### config.mk
export PLATFORM = sky130hd
export DESIGN_NAME = watch_break_unit
export DESIGN_NICKNAME = d
export VERILOG_FILES = /design/src/rtl/wb_pkg.sv /design/src/rtl/wb_cmp.sv /design/src/rtl/wb_route.sv /design/src/rtl/wb_cnt.sv /design/src/rtl/watch_break_unit.sv
export SDC_FILE = /design/constraint.sdc
export NUM_CORES = 1
export LEC_CHECK = 0
export BUFFER_PORTS_ARGS = -buffer_cell sky130_fd_sc_hd__buf_2
export CAP_MARGIN = 20
export CORE_ASPECT_RATIO = 1.4
export CORE_MARGIN = 4
export CORE_UTILIZATION = 39
export CTS_BUF_LIST = sky130_fd_sc_hd__clkbuf_16
export CTS_CLUSTER_DIAMETER = 150
export DETAILED_ROUTE_END_ITERATION = 12
export MAX_ROUTING_LAYER = met4
export PLACE_DENSITY = 0.55
export SETUP_SLACK_MARGIN = 0.15
export SYNTH_ARGS = -nofsm -noshare
export SYNTH_HDL_FRONTEND = slang
export SYNTH_SLANG_ARGS = --single-unit
### constraint.sdc
create_clock -name clk_i -period 6.66 [get_ports clk_i]
set_input_delay 1.332 -clock clk_i [delete_from_list [all_inputs] [get_ports clk_i]]
set_output_delay 1.332 -clock clk_i [all_outputs]
set_load 0.01 [all_outputs]
### src/rtl/wb_pkg.sv
package wb_pkg;
  typedef enum logic [1:0] {
    REL_EQ = 2'b00,
    REL_NE = 2'b01,
    REL_GT = 2'b10,
    REL_LT = 2'b11
  } rel_e;

  localparam int unsigned CTL_EN_BIT   = 2;
  localparam int unsigned CTL_QUAL_BIT = 3;
endpackage

### src/rtl/wb_cmp.sv
module wb_cmp #(
  parameter int unsigned XLEN = 32
) (
  input  logic            clk_i,
  input  logic            rst_ni,
  input  logic            val_we_i,
  input  logic            ctl_we_i,
  input  logic [XLEN-1:0] wdata_i,
  input  logic [XLEN-1:0] opnd_i,
  input  logic            valid_i,
  output logic            hit_o
);
  import wb_pkg::*;

  logic [XLEN-1:0] val_q;
  rel_e            rel_q;
  logic            en_q;
  logic            rel_ok;

  always_ff @(posedge clk_i or negedge rst_ni) begin
    if (!rst_ni) begin
      val_q <= '0;
      rel_q <= REL_EQ;
      en_q  <= 1'b0;
    end else begin
      if (val_we_i) val_q <= wdata_i;
      if (ctl_we_i) begin
        rel_q <= rel_e'(wdata_i[1:0]);
        en_q  <= wdata_i[CTL_EN_BIT];
      end
    end
  end

  always_comb begin
    unique case (rel_q)
      REL_EQ:  rel_ok = (opnd_i == val_q);
      REL_NE:  rel_ok = (opnd_i != val_q);
      REL_GT:  rel_ok = (opnd_i >  val_q);
      default: rel_ok = (opnd_i <  val_q);
    endcase
  end

  assign hit_o = en_q & valid_i & rel_ok;
endmodule

### src/rtl/wb_route.sv
module wb_route (
  input  logic la_hit_i,
  input  logic ld_hit_i,
  input  logic qual_i,
  output logic evt_o
);
  assign evt_o = qual_i ? (la_hit_i & ld_hit_i) : (la_hit_i | ld_hit_i);
endmodule

### src/rtl/wb_cnt.sv
module wb_cnt #(
  parameter int unsigned CNT_W = 16
) (
  input  logic           clk_i,
  input  logic           rst_ni,
  input  logic           cfg_we_i,
  input  logic [CNT_W:0] cfg_wdata_i,
  input  logic           evt_i,
  output logic           fire_o
);
  logic [CNT_W-1:0] reload_q, cnt_q;
  logic             en_q, fire_q;

  always_ff @(posedge clk_i or negedge rst_ni) begin
    if (!rst_ni) begin
      reload_q <= '0;
      cnt_q    <= '0;
      en_q     <= 1'b0;
      fire_q   <= 1'b0;
    end else begin
      fire_q <= 1'b0;
      if (cfg_we_i) begin
        reload_q <= cfg_wdata_i[CNT_W-1:0];
        cnt_q    <= cfg_wdata_i[CNT_W-1:0];
        en_q     <= cfg_wdata_i[CNT_W];
      end else if (evt_i && en_q) begin
        if (cnt_q <= CNT_W'(1)) begin
          fire_q <= 1'b1;
          cnt_q  <= reload_q;
        end else begin
          cnt_q <= cnt_q - CNT_W'(1);
        end
      end
    end
  end

  assign fire_o = fire_q;


  fire_after_evt_chk: assert property (@(posedge clk_i) disable iff (!rst_ni)
    fire_o |-> $past(evt_i && en_q && !cfg_we_i));

  cnt_le_reload_chk: assert property (@(posedge clk_i) disable iff (!rst_ni)
    cnt_q <= reload_q);

  no_fire_disabled_chk: assert property (@(posedge clk_i) disable iff (!rst_ni)
    !en_q |=> !fire_o);
endmodule

### src/rtl/watch_break_unit.sv
module watch_break_unit #(
  parameter int unsigned XLEN   = 32,
  parameter int unsigned N_IA   = 4,
  parameter int unsigned N_LS   = 2,
  parameter int unsigned CNT_W  = 16,
  parameter int unsigned CFG_AW = 5,
  localparam int unsigned N_CMP = N_IA + 2 * N_LS,
  localparam int unsigned N_WP  = N_IA + N_LS
) (
  input  logic              clk_i,
  input  logic              rst_ni,
  input  logic              cfg_we_i,
  input  logic [CFG_AW-1:0] cfg_addr_i,
  input  logic [XLEN-1:0]   cfg_wdata_i,
  input  logic              if_valid_i,
  input  logic [XLEN-1:0]   if_addr_i,
  input  logic              ls_valid_i,
  input  logic [XLEN-1:0]   ls_addr_i,
  input  logic [XLEN-1:0]   ls_data_i,
  output logic [N_WP-1:0]   wp_o,
  output logic [N_WP-1:0]   bp_o
);
  import wb_pkg::*;

  localparam int unsigned CTL_BASE = N_CMP;
  localparam int unsigned CNT_BASE = 2 * N_CMP;

  logic [XLEN-1:0] opnd [N_CMP];
  logic [N_CMP-1:0] vld, hit;
  logic [N_WP-1:0]  evt, wp_q;
  logic [N_LS-1:0]  qual_q;

  for (genvar k = 0; k < N_CMP; k++) begin : g_cmp
    if (k < N_IA) begin : g_if
      assign opnd[k] = if_addr_i;
      assign vld[k]  = if_valid_i;
    end else if (k < N_IA + N_LS) begin : g_la
      assign opnd[k] = ls_addr_i;
      assign vld[k]  = ls_valid_i;
    end else begin : g_ld
      assign opnd[k] = ls_data_i;
      assign vld[k]  = ls_valid_i;
    end

    wb_cmp #(.XLEN(XLEN)) u_cmp (
      .clk_i    (clk_i),
      .rst_ni   (rst_ni),
      .val_we_i (cfg_we_i && cfg_addr_i == CFG_AW'(k)),
      .ctl_we_i (cfg_we_i && cfg_addr_i == CFG_AW'(CTL_BASE + k)),
      .wdata_i  (cfg_wdata_i),
      .opnd_i   (opnd[k]),
      .valid_i  (vld[k]),
      .hit_o    (hit[k])
    );
  end

  for (genvar k = 0; k < N_IA; k++) begin : g_ia_evt
    assign evt[k] = hit[k];
  end

  for (genvar j = 0; j < N_LS; j++) begin : g_lane
    always_ff @(posedge clk_i or negedge rst_ni) begin
      if (!rst_ni) qual_q[j] <= 1'b0;
      else if (cfg_we_i && cfg_addr_i == CFG_AW'(CTL_BASE + N_IA + N_LS + j))
        qual_q[j] <= cfg_wdata_i[CTL_QUAL_BIT];
    end

    wb_route u_route (
      .la_hit_i (hit[N_IA + j]),
      .ld_hit_i (hit[N_IA + N_LS + j]),
      .qual_i   (qual_q[j]),
      .evt_o    (evt[N_IA + j])
    );
  end

  for (genvar j = 0; j < N_WP; j++) begin : g_cnt
    wb_cnt #(.CNT_W(CNT_W)) u_cnt (
      .clk_i       (clk_i),
      .rst_ni      (rst_ni),
      .cfg_we_i    (cfg_we_i && cfg_addr_i == CFG_AW'(CNT_BASE + j)),
      .cfg_wdata_i (cfg_wdata_i[CNT_W:0]),
      .evt_i       (evt[j]),
      .fire_o      (bp_o[j])
    );
  end

  always_ff @(posedge clk_i or negedge rst_ni) begin
    if (!rst_ni) wp_q <= '0;
    else         wp_q <= evt;
  end

  assign wp_o = wp_q;


  if_valid_gate_chk: assert property (@(posedge clk_i) disable iff (!rst_ni)
    (|wp_q[N_IA-1:0]) |-> $past(if_valid_i));

  ls_valid_gate_chk: assert property (@(posedge clk_i) disable iff (!rst_ni)
    (|wp_q[N_WP-1:N_IA]) |-> $past(ls_valid_i));

  bp_with_wp_chk: assert property (@(posedge clk_i) disable iff (!rst_ni)
    (bp_o & ~wp_o) == '0);
endmodule

======== Yosys cells after proc, flatten, opt, wreduce, memory -nomap -nowiden ========
Index checks and enable logic that the tools add are counted.
word-level totals
  register bits ........................... 492
  latch bits .............................. 0
  memory bits (writable) .................. 0
  ROM bits ................................ 0
  input bits .............................. 138
  output and inout port bits .............. 12
  word-level logic and storage cells ...... 241
  memories ................................ 0
operators by class
  $add $sub $neg .......................... 6
  multipliers ............................. 0
  div/mod/pow operators ................... 0
  magnitude comparators ................... 22
  eq/ne operators ......................... 53
  shifts and indexed selects .............. 0
  mux-type cells .......................... 46
  bitwise gates (word level) .............. 20
  reduce and logical (&&, ||, !) cells .... 43
operator list
  kind                                                  number
  two-way mux 16 bit                                    18
  equality test 32 bit                                  8
  > comparator 32 bit                                   8
  less-than comparator 32 bit                           8
  != test 32 bit                                        8
  <= comparator 16 x 1 -> 1 bit, second input constant  6
  subtractor 16 x 1 -> 16 bit, second input constant    6
  equality test 5 x 4 -> 1 bit, second input constant   8
  equality test 5 bit, second input constant            6
  logical AND 1 bit                                     28
  one-hot mux 1 bit (3 select lines)                    8
  equality test 5 x 3 -> 1 bit, second input constant   4
  two-way mux 1 bit                                     20
  AND 1 bit                                             18
  equality test 2 x 1 -> 1 bit, second input constant   8
  equality test 2 bit, second input constant            8
  zero test 2 bit                                       8
  nonzero test 2 bit                                    6
  equality test 5 x 2 -> 1 bit, second input constant   2
  equality test 5 x 1 -> 1 bit, second input constant   1
  zero test 5 bit                                       1
  OR 1 bit                                              2

======== Longest topological paths before layout ========
Gate-level depths: netlist of run 1.
  word-level depth ........................ 8
  mapped depth ............................ 13
  gate-level depth less buffers ........... 11

======== Modules after synthesis ========
From an unflattened synthesis of run 1, not the netlist that was laid out.
second synthesis, totals
  cell total of the unflattened synthesis .. 3,104
  area total of the unflattened synthesis .. 28,882.7 um^2
modules (own cells, without submodules)
  module                       instances  cells an instance  area an instance (um^2)  sequential area each (um^2)
  wb_cmp (g_cmp[0].u_cmp ...)  7          228                2,073.2                  875.8
  wb_cnt                       6          205                1,974.4                  850.8
  wb_cmp (g_cmp[5].u_cmp)      1          228                2,065.7                  875.8
  watch_break_unit             1          46                 427.9                    200.2
  wb_route                     2          2                  15.0                     0.0

======== Least setup slack after synthesis of run 1 ========
Ideal clock, no wire load.
  path kind ............................... input to register
  start point ............................. in ls_addr_i[30]
  end point ............................... reg g_cnt[5].u_cnt.cnt_q[4]
  setup time .............................. 0.131 ns
  arrival time ............................ 3.801 ns
  data required time ...................... 6.529 ns
  slack ................................... 2.727 ns
  cell stages on the path ................. 12
  path buffers ............................ 2
  cell sequence ........................... ha_1 -> a21oi_1 -> nand2_1 -> a222oi_1 -> nand4b_1 -> or3b_2 -> a211oi_1 -> maj3_2 -> and2_1 -> buf_2 -> buf_2 -> o211ai_1
between the ends
  cells in the longest elaborated chain, start to end .. 7
  elaborated cells on any way between the ends .. 11
  those cells by class .................... order compare: 2; eq/ne: 2; mux: 2; bitwise: 3; reduce/logical: 2
ends and longest elaborated chain
  item                                                       RTL line                RTL
  start: declaration                                         watch_break_unit.sv:18  input logic [XLEN-1:0] ls_addr_i,
  less-than comparator 32 bit, or another cell as far along  wb_cmp.sv:39            default: rel_ok = (opnd_i < val_q);
  one-hot mux 1 bit (3 select lines) (*)                     wb_cmp.sv:35            unique case (rel_q)
  AND 1 bit (*)                                              wb_cmp.sv:43            assign hit_o = en_q & valid_i & rel_ok;
  OR 1 bit or AND 1 bit (tied branches)                      wb_route.sv:7           assign evt_o = qual_i ? (la_hit_i & ld_hit_i) : (la_hit_i | ld_hit_i);
  two-way mux 1 bit (*)                                      wb_route.sv:7
  logical AND 1 bit (*)                                      wb_cnt.sv:26            end else if (evt_i && en_q) begin
  nonzero test 2 bit (no source line) (*)                    n/a
  end signal: assignment                                     wb_cnt.sv:24            cnt_q <= cfg_wdata_i[CNT_W-1:0];
  end signal: assignment                                     wb_cnt.sv:29            cnt_q <= reload_q;
  end signal: assignment                                     wb_cnt.sv:31            cnt_q <= cnt_q - CNT_W'(1);
  end: declaration                                           wb_cnt.sv:11            logic [CNT_W-1:0] reload_q, cnt_q;
Mark *: on every way between the ends. The rest lies on a longest branch, timed or not.
A chain may end at the register's enable or synchronous reset.

======== Final worst setup path of run 1 ========
  start point ............................. in ls_addr_i[30]
  end point ............................... reg g_cnt[5].u_cnt.cnt_q[1]
The elaborated chain is that of the path after synthesis.

==> impl_table.tex, run 1 <==
\begin{tabular}{lr}
\hline
Metric & Value \\
\hline
\multicolumn{2}{l}{\textbf{Finish}} \\
\quad Final layout net count & 3509 \\
\quad Fraction of layout instances using a drive strength above 1 & 0.173 \\
\quad Area delta synth->final & 11.7\% \\
\quad Final non-filler cell total & 4108 \\
\quad Cell area after layout & 31900 um\^{}2 \\
\multicolumn{2}{l}{\textbf{Synthesis}} \\
\quad Synthesized Nets & 3416 \\
\quad Count of unique library cells instantiated by Yosys & 79 \\
\quad Average instance area after synthesis & 9.50 um\^{}2 \\
\quad Post-Syn Instances & 3010 \\
\quad Synthesized area & 28600 um\^{}2 \\
\quad Async set-or-reset flop fraction in the synthesized netlist & 1.00 \\
\quad Post-synth EDFFs & 0 \\
\quad Number of storage elements in the synthesis netlist & 492 \\
\quad Yosys warning count & 0 \\
\quad Post-synthesis sequential area ratio & 0.431 \\
\quad Most used flip-flop cell after synthesis & sky130\_fd\_sc\_hd\_\_dfrtp\_1 \\
\multicolumn{2}{l}{\textbf{Floorplanning}} \\
\quad Die outline area & 77800 um\^{}2 \\
\quad IO Count & 150 \\
\quad Num rows & 117 \\
\quad Area of the core & 72800 um\^{}2 \\
\quad Chip height & 328 um \\
\quad Width of the die & 237 um \\
\quad Initial Util & 0.393 \\
\multicolumn{2}{l}{\textbf{Power and ir drop}} \\
\quad Total power & 9.75 mW \\
\quad Max IR drop VDD & 0.226 mV \\
\quad Power Dens Cells & 305 nW/um\^{}2 \\
\quad Leak pwr & 15.5 nW \\
\multicolumn{2}{l}{\textbf{Setup path}} \\
\quad Crit-path cells & buf\_2 > ha\_1 > nand4\_1 > nor4\_1 > and3\_1 > xnor2\_1 > o22a\_1 > a211oi\_1 > maj3\_2 > and2\_1 > o311ai\_0 \\
\quad Category of the worst setup path launch point & input port \\
\quad CP delay by family, top & simple AND/OR/NAND/NOR gates \\
\quad Worst Path Buf+Inv & 1 \\
\quad Max stage delay on crit path & 0.73 ns \\
\quad Critical Path RT & 7.10 ns \\
\quad Master of the slowest instance on the critical path & sky130\_fd\_sc\_hd\_\_nor4\_1 \\
\quad Kind of capture point of the worst setup path & flip-flop \\
\quad Critical path peak fanout & 19 \\
\quad Endpoint arrival time on the critical path & 4.88 ns \\
\quad Type of the worst setup path & input port to flip-flop \\
\multicolumn{2}{l}{\textbf{Routing}} \\
\quad Vias per cell & 5.53 \\
\quad Routed wire length per instance & 20.6 um \\
\quad DRT Pass-1 Iters & 5 \\
\quad Routed Wire Length & 84800 um \\
\quad Routed via count & 22700 \\
\quad Detailed router's first-iteration violation count & 1378 \\
\quad Remaining number of nets flagged by the antenna check after routing & 0 \\
\quad DRC violations left & 0 \\
\multicolumn{2}{l}{\textbf{Outcome}} \\
\quad Result of the run & complete, no violations \\
\multicolumn{2}{l}{\textbf{Clock network}} \\
\quad Worst skew pair latency & 0.61 ns \\
\quad Clock slew seen by the registers of the worst setup and hold paths & 0.06 ns \\
\quad Cts-stage hold buffer count & 0 \\
\quad Clock tree from TritonCTS & yes \\
\quad CTS root buffer & sky130\_fd\_sc\_hd\_\_clkbuf\_16 \\
\quad Bufs on Longest Clock Path & 3 \\
\quad H-tree Lvls & 2 \\
\quad Setup repair bufs after CTS & 0 \\
\quad Post-CTS resize count & 0 \\
\quad Number of sinks on the clock net & 492 \\
\quad Total clock buffers created by CTS & 52 \\
\multicolumn{2}{l}{\textbf{GRT}} \\
\quad Number of global-route vias before repair & 23500 \\
\quad All-Layer GR Usage & 0.223 \\
\quad Overflow left after global routing & 0 \\
\quad Largest net degree at the start of global routing & 152 \\
\quad Number of antenna violations at the first check in global routing & 20 \\
\quad First-pass GRT wire length & 134000 um \\
\multicolumn{2}{l}{\textbf{Job}} \\
\quad Number of max-cap violations & 0 \\
\multicolumn{2}{l}{\textbf{STA}} \\
\quad Max Clock Skew & 0.0110 ns \\
\quad Total Neg Setup Slack & 0 ns \\
\quad Slew of the pin with the lowest slew margin & 1.07 ns \\
\quad Setup repair after global routing missed its margin & no \\
\quad Final Hold Fails & 0 \\
\quad Maximum clock frequency & 0.225 GHz \\
\quad Post-Route Hold Slack & 0.471 ns \\
\quad Clock period minus worst slack & 4.45 ns \\
\quad Share of the cycle needed by the critical path after routing & 0.668 \\
\quad Slew Viols, Final & 0 \\
\quad Slew headroom & 0.282 \\
\quad Final setup violating endpoints & 0 \\
\multicolumn{2}{l}{\textbf{Placement}} \\
\quad Number of buffers inserted by port buffering & 149 \\
\quad HPWL reported at the end of detailed placement & 59000 um \\
\quad Placed standard-cell area & 30300 um\^{}2 \\
\quad Placed cells & 4001 \\
\quad Routability cong. & 0.929 \\
\multicolumn{2}{l}{\textbf{Worst hold path}} \\
\quad Class of the tightest hold or removal check & flip-flop to flip-flop \\
\hline
\end{tabular}
[per-layer routing]
metal	routed length [um]	vias up	track usage
li1	-	10800	-
met1	34600	11300	0.263
met2	42600	508	0.382
met3	3980	155	0.0368
met4	3590	0	0.0851
met5	0	-	-
[flip-flops by register name (all words and copies together) (netlist names)]
| name | cells |
|---|---|
| g_cmp.u_cmp.rel_q | 16 |
| qual_q | 2 |
| g_cnt.u_cnt.fire_o | 6 |
| g_cnt.u_cnt.reload_q | 96 |
| g_cnt.u_cnt.en_q | 6 |
| g_cmp.u_cmp.en_q | 8 |
| wp_o | 6 |
| g_cmp.u_cmp.val_q | 256 |
| g_cnt.u_cnt.cnt_q | 96 |
[worst min-delay path, delay by kind of cell, from the launching register on]
kind             cells  cell delay, ns
and+or+nand+nor      2            0.11
DFF                  1            0.33
[cell usage after synthesis (all sizes together) (17+ instances only)]
cell / number / area [um^2]
a211oi: 30 / 230
a21o: 39 / 293
a21oi: 135 / 676
a31oi: 32 / 200
and3: 22 / 138
buf: 41 / 210
clkbuf: 98 / 368
dfrtp: 492 / 12300
ha: 268 / 3350
inv: 292 / 1100
mux2: 250 / 2820
nand2: 441 / 1660
nand2b: 17 / 106
nand3: 48 / 240
nand4: 63 / 400
nor2: 170 / 638
nor2b: 29 / 181
nor3: 63 / 315
nor4: 19 / 125
o21ai: 176 / 881
o31ai: 25 / 193
or3: 23 / 149
[report_power, final]
group          switching, mW  internal [mW]
sequential             0.459           3.62
combinational           1.57           1.21
clock                   1.24           1.66
total                   3.26           6.48
[final timing paths]
kind                                             start                          end  slack, ns  cells past startpoint
setup / recovery                         ls_addr_i[30]      g_cnt[5].u_cnt.cnt_q[1]       2.21                     11
hold / removal             g_cnt[1].u_cnt.reload_q[15]  g_cnt[1].u_cnt.reload_q[15]       0.47                      2
setup reg to reg              g_cmp[5].u_cmp.val_q[30]      g_cnt[5].u_cnt.cnt_q[1]       2.66                     11
hold reg to reg            g_cnt[1].u_cnt.reload_q[15]  g_cnt[1].u_cnt.reload_q[15]       0.47                      2
max in group asynchronous                       rst_ni     g_cmp[0].u_cmp.val_q[19]       4.55                      2
min in group asynchronous                       rst_ni     g_cnt[4].u_cnt.cnt_q[15]       0.69                      1
[layout make-up]
class,count,area (um^2)
flip-flops and latches,492,12300
repair buffers,178,1010
clock inverters,34,307
inverters,292,1100
fillers,6998,40800
multi-input cells,2087,14600
clock buffers,53,1330
well taps,952,1190
diodes,20,50.0
[cell families (layout without fill, tap and decap cells)]
group           count (synthesis)  in the layout  share of synthesized area
flops                         492            492                      0.431
mux                           261            261                      0.102
simple gates                  953            953                      0.154
xor+xnor                       19             19                    0.00582
compound gates                584            584                      0.131
fa+ha+maj                     270            270                      0.118
buf+inv                       431            557                     0.0586
other cells                     0             20                          0
[cell usage in the layout, fill, tap and decap left out, types with 9 or more instances in the layout]
master / instances
sky130_fd_sc_hd__o21a_1: 16
sky130_fd_sc_hd__a211oi_1: 29
sky130_fd_sc_hd__buf_2: 149
sky130_fd_sc_hd__a31oi_1: 32
sky130_fd_sc_hd__ha_1: 268
sky130_fd_sc_hd__nand3_1: 48
sky130_fd_sc_hd__nor4_1: 17
sky130_fd_sc_hd__mux2_2: 250
sky130_fd_sc_hd__inv_1: 306
sky130_fd_sc_hd__o21ai_0: 168
sky130_fd_sc_hd__nor2_1: 167
sky130_fd_sc_hd__dfrtp_1: 492
sky130_fd_sc_hd__and4_1: 10
sky130_fd_sc_hd__a31o_2: 13
sky130_fd_sc_hd__nand4_1: 62
sky130_fd_sc_hd__mux2i_1: 10
sky130_fd_sc_hd__nand2_1: 441
sky130_fd_sc_hd__diode_2: 20
sky130_fd_sc_hd__clkbuf_16: 53
sky130_fd_sc_hd__a21o_1: 39
sky130_fd_sc_hd__a21oi_1: 135
sky130_fd_sc_hd__or4_1: 9
sky130_fd_sc_hd__and3_1: 22
sky130_fd_sc_hd__nor2b_1: 29
sky130_fd_sc_hd__buf_4: 25
sky130_fd_sc_hd__or2_2: 13
sky130_fd_sc_hd__or3_1: 22
sky130_fd_sc_hd__a311o_1: 11
sky130_fd_sc_hd__o31ai_1: 24
sky130_fd_sc_hd__nor3_1: 61
sky130_fd_sc_hd__nand2b_1: 17
sky130_fd_sc_hd__o211ai_1: 16
sky130_fd_sc_hd__o311ai_0: 9
sky130_fd_sc_hd__xnor2_1: 13
sky130_fd_sc_hd__a311oi_1: 14
[through the flow]
step	setup WS (ns)	util
CTS	2.37	0.438
global route	2.01	0.439
finish	2.21	0.439
global placement	1.74	0.416
detailed placement	1.70	0.416
floorplan	2.73	-
Note: power is estimated with default switching activity, not from simulation.
==> run 2: changes to the inputs <==
Settings changed: PLACE_DENSITY 0.55 to 0.57.
Clock period 6.66 ns to 3.75 ns, I/O delays scaled along.
==> run 2 against run 1 <==
  * First-iteration DRC count about the same
  * Setup slack got worse by 1.9 ns
  * Design area rose by 2.7%
  * Sequential power is 77% higher
  * Clock power is 74% higher
  * Via count down 0.30%
  * Sequential cell count unchanged
  * Global-route usage decreased by 0.17 points
  * Total power increased by 78%
  * Critical path depth rose by 1
  * Final cell count rose by 2.2%
  * Utilization rose by 1.2 points
  * Largest power group unchanged
==> impl_table.tex, run 2 (synthesis results as in run 1) <==
\begin{tabular}{lr}
\hline
Metric & Value \\
\hline
\multicolumn{2}{l}{\textbf{Finish}} \\
\quad Final layout net count & 3613 \\
\quad Fraction of layout instances using a drive strength above 1 & 0.200 \\
\quad Layout Utilization & 0.451 \\
\quad Cell area after layout & 32800 um\^{}2 \\
\quad Biggest regs & g\_cmp.u\_cmp.val\_q: 256 flops, g\_cnt.u\_cnt.cnt\_q: 96 flops, g\_cnt.u\_cnt.reload\_q: 96 flops \\
\quad Flip-flop count of the largest register, all copies and words added & 256 \\
\quad Top register by number of flip-flops & g\_cmp.u\_cmp.val\_q \\
\quad Commonest non-fill, non-tap cells in the layout & sky130\_fd\_sc\_hd\_\_dfrtp\_1, sky130\_fd\_sc\_hd\_\_nand2\_1, sky130\_fd\_sc\_hd\_\_inv\_1 \\
\quad Most frequent standard cell in the layout excluding fill and tap cells & sky130\_fd\_sc\_hd\_\_dfrtp\_1 \\
\quad Area delta synth->final & 14.7\% \\
\multicolumn{2}{l}{\textbf{Setup path}} \\
\quad Crit Reg-Reg Startpoint & g\_cmp[2].u\_cmp.val\_q[9] \\
\quad R2r endpoint & g\_cnt[2].u\_cnt.cnt\_q[0] \\
\quad Master of the slowest instance on the critical path & sky130\_fd\_sc\_hd\_\_o31ai\_1 \\
\quad Worst Path Buf+Inv & 2 \\
\quad Internal reg-to-reg setup slack & 0.33 ns \\
\quad Kind of capture point of the worst setup path & flip-flop \\
\quad Critical path peak fanout & 15 \\
\quad Endpoint arrival time on the critical path & 3.91 ns \\
\quad Crit-path cells & inv\_1 > ha\_1 > a21o\_1 > a21o\_1 > a211oi\_1 > o21ai\_0 > o31ai\_1 > and3\_1 > o31ai\_4 > buf\_12 > or4\_1 > o311ai\_0 \\
\quad CP delay by family, top & compound AO/OA/AOI/OAI gates \\
\quad Category of the worst setup path launch point & flip-flop \\
\quad Max stage delay on crit path & 0.72 ns \\
\quad Type of the worst setup path & flip-flop to flip-flop \\
\quad Critical Path RT & 4.24 ns \\
\quad Cell type with the highest occurrence count on the critical path & sky130\_fd\_sc\_hd\_\_a21o\_1 \\
\quad Worst Reg2Reg Path Length in Cells & 12 \\
\multicolumn{2}{l}{\textbf{Floorplanning}} \\
\quad Chip height & 328 um \\
\quad IO Count & 150 \\
\quad Die outline area & 77800 um\^{}2 \\
\quad Initial Util & 0.393 \\
\quad Area of the core & 72800 um\^{}2 \\
\quad Width of the die & 237 um \\
\quad Num rows & 117 \\
\multicolumn{2}{l}{\textbf{STA}} \\
\quad Final Hold Fails & 0 \\
\quad Slew headroom & 0.339 \\
\quad Slew of the pin with the lowest slew margin & 0.991 ns \\
\quad Share of the cycle needed by the critical path after routing & 0.911 \\
\quad Max Clock Skew & 0.0218 ns \\
\quad Setup repair after global routing missed its margin & no \\
\quad Maximum clock frequency & 0.293 GHz \\
\quad Slew Viols, Final & 0 \\
\quad Clock period minus worst slack & 3.42 ns \\
\quad Post-Route Hold Slack & 0.0748 ns \\
\quad Final setup violating endpoints & 0 \\
\multicolumn{2}{l}{\textbf{GRT}} \\
\quad First-pass GRT wire length & 132000 um \\
\quad Largest net degree at the start of global routing & 89 \\
\quad Number of global-route vias before repair & 22800 \\
\quad Overflow left after global routing & 0 \\
\quad Number of antenna violations at the first check in global routing & 5 \\
\quad All-Layer GR Usage & 0.221 \\
\multicolumn{2}{l}{\textbf{Clock network}} \\
\quad Cts-stage hold buffer count & 0 \\
\quad Post-CTS resize count & 0 \\
\quad Worst skew pair latency & 0.62 ns \\
\quad CTS root buffer & sky130\_fd\_sc\_hd\_\_clkbuf\_16 \\
\quad Bufs on Longest Clock Path & 3 \\
\quad H-tree Lvls & 2 \\
\quad Number of sinks on the clock net & 492 \\
\quad Setup repair bufs after CTS & 0 \\
\quad Total clock buffers created by CTS & 51 \\
\quad Clock slew seen by the registers of the worst setup and hold paths & 0.07 ns \\
\quad Clock tree from TritonCTS & yes \\
\multicolumn{2}{l}{\textbf{Placement}} \\
\quad Placed standard-cell area & 31200 um\^{}2 \\
\quad Routability cong. & 0.857 \\
\quad Number of buffers inserted by port buffering & 149 \\
\quad HPWL reported at the end of detailed placement & 59200 um \\
\multicolumn{2}{l}{\textbf{Routing}} \\
\quad DRC violations left & 0 \\
\quad Routed via count & 22700 \\
\quad Total met2 wirelength after detailed routing & 42800 um \\
\quad Detailed router's first-iteration violation count & 1379 \\
\quad Routed wire length per instance & 20.0 um \\
\quad DRT Pass-1 Iters & 5 \\
\quad Vias per cell & 5.40 \\
\quad Remaining number of nets flagged by the antenna check after routing & 0 \\
\quad Routed Wire Length & 84100 um \\
\quad Top metal layer carrying routed signals & met4 \\
\quad Routed length on met3 & 3510 um \\
\quad WL met1 & 35700 um \\
\multicolumn{2}{l}{\textbf{Power and ir drop}} \\
\quad Max IR drop VDD & 0.308 mV \\
\quad Leak pwr & 16.0 nW \\
\quad Power Dens Cells & 529 nW/um\^{}2 \\
\multicolumn{2}{l}{\textbf{Outcome}} \\
\quad Result of the run & complete, no violations \\
\multicolumn{2}{l}{\textbf{Worst hold path}} \\
\quad Class of the tightest hold or removal check & input port to async pin \\
\multicolumn{2}{l}{\textbf{Job}} \\
\quad Number of max-cap violations & 0 \\
\hline
\end{tabular}
-- run 2: cell types whose count changed in the layout (fill, tap and decap cells not counted), sizes merged --
cell      change
bufinv        -1
diode        -14
clkinv        +5
clkinvlp      +1
inv           -3
clkbuf        -1
buf         +105
-- run 2: per-stage QoR --
step / instances / TNS, ns / power, mW / setup WS, ns
floorplan: 3010 / 0 / 10.7 / 0.399
global placement: 4106 / -3.50 / 12.3 / -0.297
detailed placement: 4106 / -4.58 / 12.4 / -0.326
CTS: 4194 / 0 / 17.5 / 0.267
global route: 4198 / 0 / 18.6 / 0.157
finish: 4200 / 0 / 17.3 / 0.333
-- run 2: worst max-delay path by stage --
stage / from / endpoint / slack (ns) / cells past startpoint
6_report: g_cmp[2].u_cmp.val_q[9] / g_cnt[2].u_cnt.cnt_q[0] / 0.33 / 12
5_1_grt: g_cmp[5].u_cmp.val_q[23] / g_cnt[5].u_cnt.cnt_q[1] / 0.16 / 12
4_1_cts: g_cmp[2].u_cmp.val_q[9] / g_cnt[2].u_cnt.cnt_q[0] / 0.27 / 12
3_5_place_dp: if_addr_i[31] / g_cnt[3].u_cnt.fire_o / -0.33 / 16
3_3_place_gp: if_addr_i[31] / g_cnt[3].u_cnt.fire_o / -0.30 / 16
2_1_floorplan: ls_addr_i[30] / g_cnt[5].u_cnt.cnt_q[4] / 0.40 / 12
-- run 2: where the power goes --
group,internal (mW),total [mW],switching [mW]
clock,2.84,5.04,2.20
combinational,2.32,5.08,2.77
sequential,6.42,7.21,0.790
total,11.6,17.3,5.75
-- run 2: final cells by class --
type	count	area [um^2]
Fill cell	7052	40000
Sequential cell	492	12300
Antenna cell	6	15.0
Inverter	292	1100
Clock inverter	36	303
Tap cell	952	1190
Clock buffer	52	1300
Multi-Input combinational cell	2087	14700
Timing Repair Buffer	283	1920
-- run 2: routing by layer --
layer,up-vias,track usage
met2,429,0.387
li1,11000,-
met4,0,0.0554
met3,108,0.0281
met5,-,-
met1,11200,0.272
-- run 2: worst register-to-register path, cell delays in order (launching register included) --
cell	delay (ns)
sky130_fd_sc_hd__dfrtp_1	0.35
sky130_fd_sc_hd__inv_1	0.05
sky130_fd_sc_hd__ha_1	0.28
sky130_fd_sc_hd__a21o_1	0.18
sky130_fd_sc_hd__a21o_1	0.17
sky130_fd_sc_hd__a211oi_1	0.22
sky130_fd_sc_hd__o21ai_0	0.12
sky130_fd_sc_hd__o31ai_1	0.72
sky130_fd_sc_hd__and3_1	0.36
sky130_fd_sc_hd__o31ai_4	0.10
sky130_fd_sc_hd__buf_12	0.16
sky130_fd_sc_hd__or4_1	0.47
sky130_fd_sc_hd__o311ai_0	0.12
==> run 3: changes to the inputs <==
Settings changed: PLACE_DENSITY 0.57 to 0.62.
==> run 3 against run 2 <==
  * Via count fell by 0.21%
  * Fmax hardly changed
  * Sequential share of layout area increased by 0.31 points
  * Design area fell by 0.82%
  * Total power is essentially flat
  * Combinational power shrank 2%
  * Sequential cell count is the same
  * Routed wire length is 3.1% lower
  * Utilization down 0.37 points
  * Global-route usage shrank 0.83 points
  * Non-clock buffer count fell by 43
  * Critical path type unchanged
  * Highest routed layer unchanged
==> impl_table.tex, run 3 (synthesis results as in run 1) <==
\begin{tabular}{lr}
\hline
Metric & Value \\
\hline
\multicolumn{2}{l}{\textbf{Outcome}} \\
\quad Result of the run & complete, no violations \\
\multicolumn{2}{l}{\textbf{STA}} \\
\quad Post-Route Hold Slack & 0.125 ns \\
\quad Slew of the pin with the lowest slew margin & 0.979 ns \\
\quad Max Clock Skew & 0.0245 ns \\
\quad Share of the cycle needed by the critical path after routing & 0.910 \\
\quad Clock period minus worst slack & 3.41 ns \\
\quad Maximum clock frequency & 0.293 GHz \\
\quad Setup repair after global routing missed its margin & no \\
\quad Slew headroom & 0.347 \\
\quad Final Hold Fails & 0 \\
\quad Final setup violating endpoints & 0 \\
\quad Slew Viols, Final & 0 \\
\multicolumn{2}{l}{\textbf{Finish}} \\
\quad Flip-flop count of the largest register, all copies and words added & 256 \\
\quad Most frequent standard cell in the layout excluding fill and tap cells & sky130\_fd\_sc\_hd\_\_dfrtp\_1 \\
\quad Final-layout fill cell count & 6939 \\
\quad Commonest non-fill, non-tap cells in the layout & sky130\_fd\_sc\_hd\_\_dfrtp\_1, sky130\_fd\_sc\_hd\_\_nand2\_1, sky130\_fd\_sc\_hd\_\_inv\_1 \\
\quad Area delta synth->final & 13.8\% \\
\quad Top register by number of flip-flops & g\_cmp.u\_cmp.val\_q \\
\quad Biggest regs & g\_cmp.u\_cmp.val\_q: 256 flops, g\_cnt.u\_cnt.cnt\_q: 96 flops, g\_cnt.u\_cnt.reload\_q: 96 flops \\
\quad Fraction of layout instances using a drive strength above 1 & 0.191 \\
\quad Cell area after layout & 32500 um\^{}2 \\
\quad Final layout net count & 3570 \\
\multicolumn{2}{l}{\textbf{Setup path}} \\
\quad Category of the worst setup path launch point & flip-flop \\
\quad Endpoint arrival time on the critical path & 3.90 ns \\
\quad Type of the worst setup path & flip-flop to flip-flop \\
\quad Critical path peak fanout & 17 \\
\quad Kind of capture point of the worst setup path & flip-flop \\
\quad Critical Path RT & 4.24 ns \\
\multicolumn{2}{l}{\textbf{Routing}} \\
\quad Remaining number of nets flagged by the antenna check after routing & 0 \\
\quad Routed via count & 22600 \\
\quad Routed Wire Length & 81500 um \\
\quad Vias per cell & 5.42 \\
\quad Detailed router's first-iteration violation count & 1586 \\
\quad DRC violations left & 0 \\
\quad Routed wire length per instance & 19.6 um \\
\quad DRT Pass-1 Iters & 7 \\
\multicolumn{2}{l}{\textbf{Power and ir drop}} \\
\quad Max IR drop VDD & 0.275 mV \\
\quad Leak pwr & 15.8 nW \\
\quad Power Dens Cells & 533 nW/um\^{}2 \\
\multicolumn{2}{l}{\textbf{Clock network}} \\
\quad Total clock buffers created by CTS & 51 \\
\quad Clock tree from TritonCTS & yes \\
\quad Bufs on Longest Clock Path & 3 \\
\quad Number of sinks on the clock net & 492 \\
\quad CTS root buffer & sky130\_fd\_sc\_hd\_\_clkbuf\_16 \\
\quad Cts-stage hold buffer count & 0 \\
\quad Clock slew seen by the registers of the worst setup and hold paths & 0.06 ns \\
\quad Worst skew pair latency & 0.61 ns \\
\quad H-tree Lvls & 2 \\
\multicolumn{2}{l}{\textbf{Floorplanning}} \\
\quad Initial Util & 0.393 \\
\quad Chip height & 328 um \\
\quad Num rows & 117 \\
\quad Width of the die & 237 um \\
\quad IO Count & 150 \\
\quad Die outline area & 77800 um\^{}2 \\
\quad Area of the core & 72800 um\^{}2 \\
\multicolumn{2}{l}{\textbf{Worst hold path}} \\
\quad Class of the tightest hold or removal check & input port to async pin \\
\multicolumn{2}{l}{\textbf{Job}} \\
\quad Number of max-cap violations & 0 \\
\multicolumn{2}{l}{\textbf{GRT}} \\
\quad First-pass GRT wire length & 128000 um \\
\quad Largest net degree at the start of global routing & 81 \\
\quad All-Layer GR Usage & 0.213 \\
\quad Number of antenna violations at the first check in global routing & 25 \\
\quad Overflow left after global routing & 0 \\
\quad Number of global-route vias before repair & 22400 \\
\multicolumn{2}{l}{\textbf{Placement}} \\
\quad Placed standard-cell area & 30800 um\^{}2 \\
\quad Number of buffers inserted by port buffering & 149 \\
\quad Routability cong. & 0.870 \\
\quad HPWL reported at the end of detailed placement & 57400 um \\
\hline
\end{tabular}
run 3: changes by cell type in the layout (fill, tap and decap cells not counted), sizes merged:
cell,change
buf,-43
bufinv,+1
clkinv,+1
diode,+11
inv,+1
run 3: layout make-up:
class / count / area [um^2] / area share
Clock inverter: 39 / 345 / 0.0106
Antenna cell: 17 / 42.5 / 0.00131
Timing Repair Buffer: 240 / 1580 / 0.0485
Tap cell: 952 / 1190 / 0.0366
Clock buffer: 52 / 1300 / 0.0400
Sequential cell: 492 / 12300 / 0.379
Multi-Input combinational cell: 2087 / 14700 / 0.451
Inverter: 292 / 1100 / 0.0337
run 3: path summary, 6_finish.rpt:
check | start | slack, ns | depth (start not counted) | end
setup / recovery | g_cmp[2].u_cmp.val_q[25] | 0.34 | 13 | g_cnt[2].u_cnt.cnt_q[0]
hold / removal | rst_ni | 0.12 | 1 | g_cnt[1].u_cnt.fire_o
setup reg to reg | g_cmp[2].u_cmp.val_q[25] | 0.34 | 13 | g_cnt[2].u_cnt.cnt_q[0]
hold reg to reg | g_cnt[1].u_cnt.reload_q[11] | 0.47 | 2 | g_cnt[1].u_cnt.reload_q[11]
max in group asynchronous | rst_ni | 2.71 | 2 | g_cmp[4].u_cmp.val_q[27]
min in group clk_i | g_cnt[1].u_cnt.reload_q[11] | 0.47 | 2 | g_cnt[1].u_cnt.reload_q[11]
run 3: worst max-delay path, stage by stage, from the launching register on:
cell and delay [ns]:
sky130_fd_sc_hd__dfrtp_1 0.33, sky130_fd_sc_hd__inv_1 0.04, sky130_fd_sc_hd__ha_1 0.28, sky130_fd_sc_hd__a21o_1 0.18
sky130_fd_sc_hd__a21o_1 0.16, sky130_fd_sc_hd__a21oi_1 0.29, sky130_fd_sc_hd__o22ai_1 0.14, sky130_fd_sc_hd__a2111oi_0 0.49
sky130_fd_sc_hd__buf_4 0.23, sky130_fd_sc_hd__and3_1 0.29, sky130_fd_sc_hd__o31ai_4 0.12, sky130_fd_sc_hd__buf_12 0.17
sky130_fd_sc_hd__or4_1 0.46, sky130_fd_sc_hd__o311ai_0 0.11
run 3: power breakdown:
part / switching [mW] / internal [mW]
Combinational: 2.73 / 2.25
Clock: 2.21 / 2.92
Sequential: 0.800 / 6.42
run 3: stage by stage:
step,setup TNS (ns),total power [mW],worst slack (ns),std cells,utilization
2_1_floorplan,0,10.7,0.399,3010,-
3_3_place_gp,-4.40,12.1,-0.206,4063,0.424
3_5_place_dp,-5.09,12.3,-0.207,4063,0.424
4_1_cts,0,17.5,0.287,4154,0.446
5_1_grt,0,18.5,0.193,4167,0.447
6_report,0,17.3,0.336,4171,0.447
run 3: timing repair:
action / CTS / global route
setup endpoints to repair: 0 / 14
gates resized for setup: 0 / 3
setup buffers: 0 / 0
run 3: layer usage:
metal	global-route usage	part of all wire	up-vias	routed length, um
li1	-	-	10900	-
met5	-	0	-	0
met4	0.0702	0.035	0	2820
met2	0.358	0.49	498	39900
met3	0.0367	0.061	137	4980
met1	0.261	0.42	11100	33800
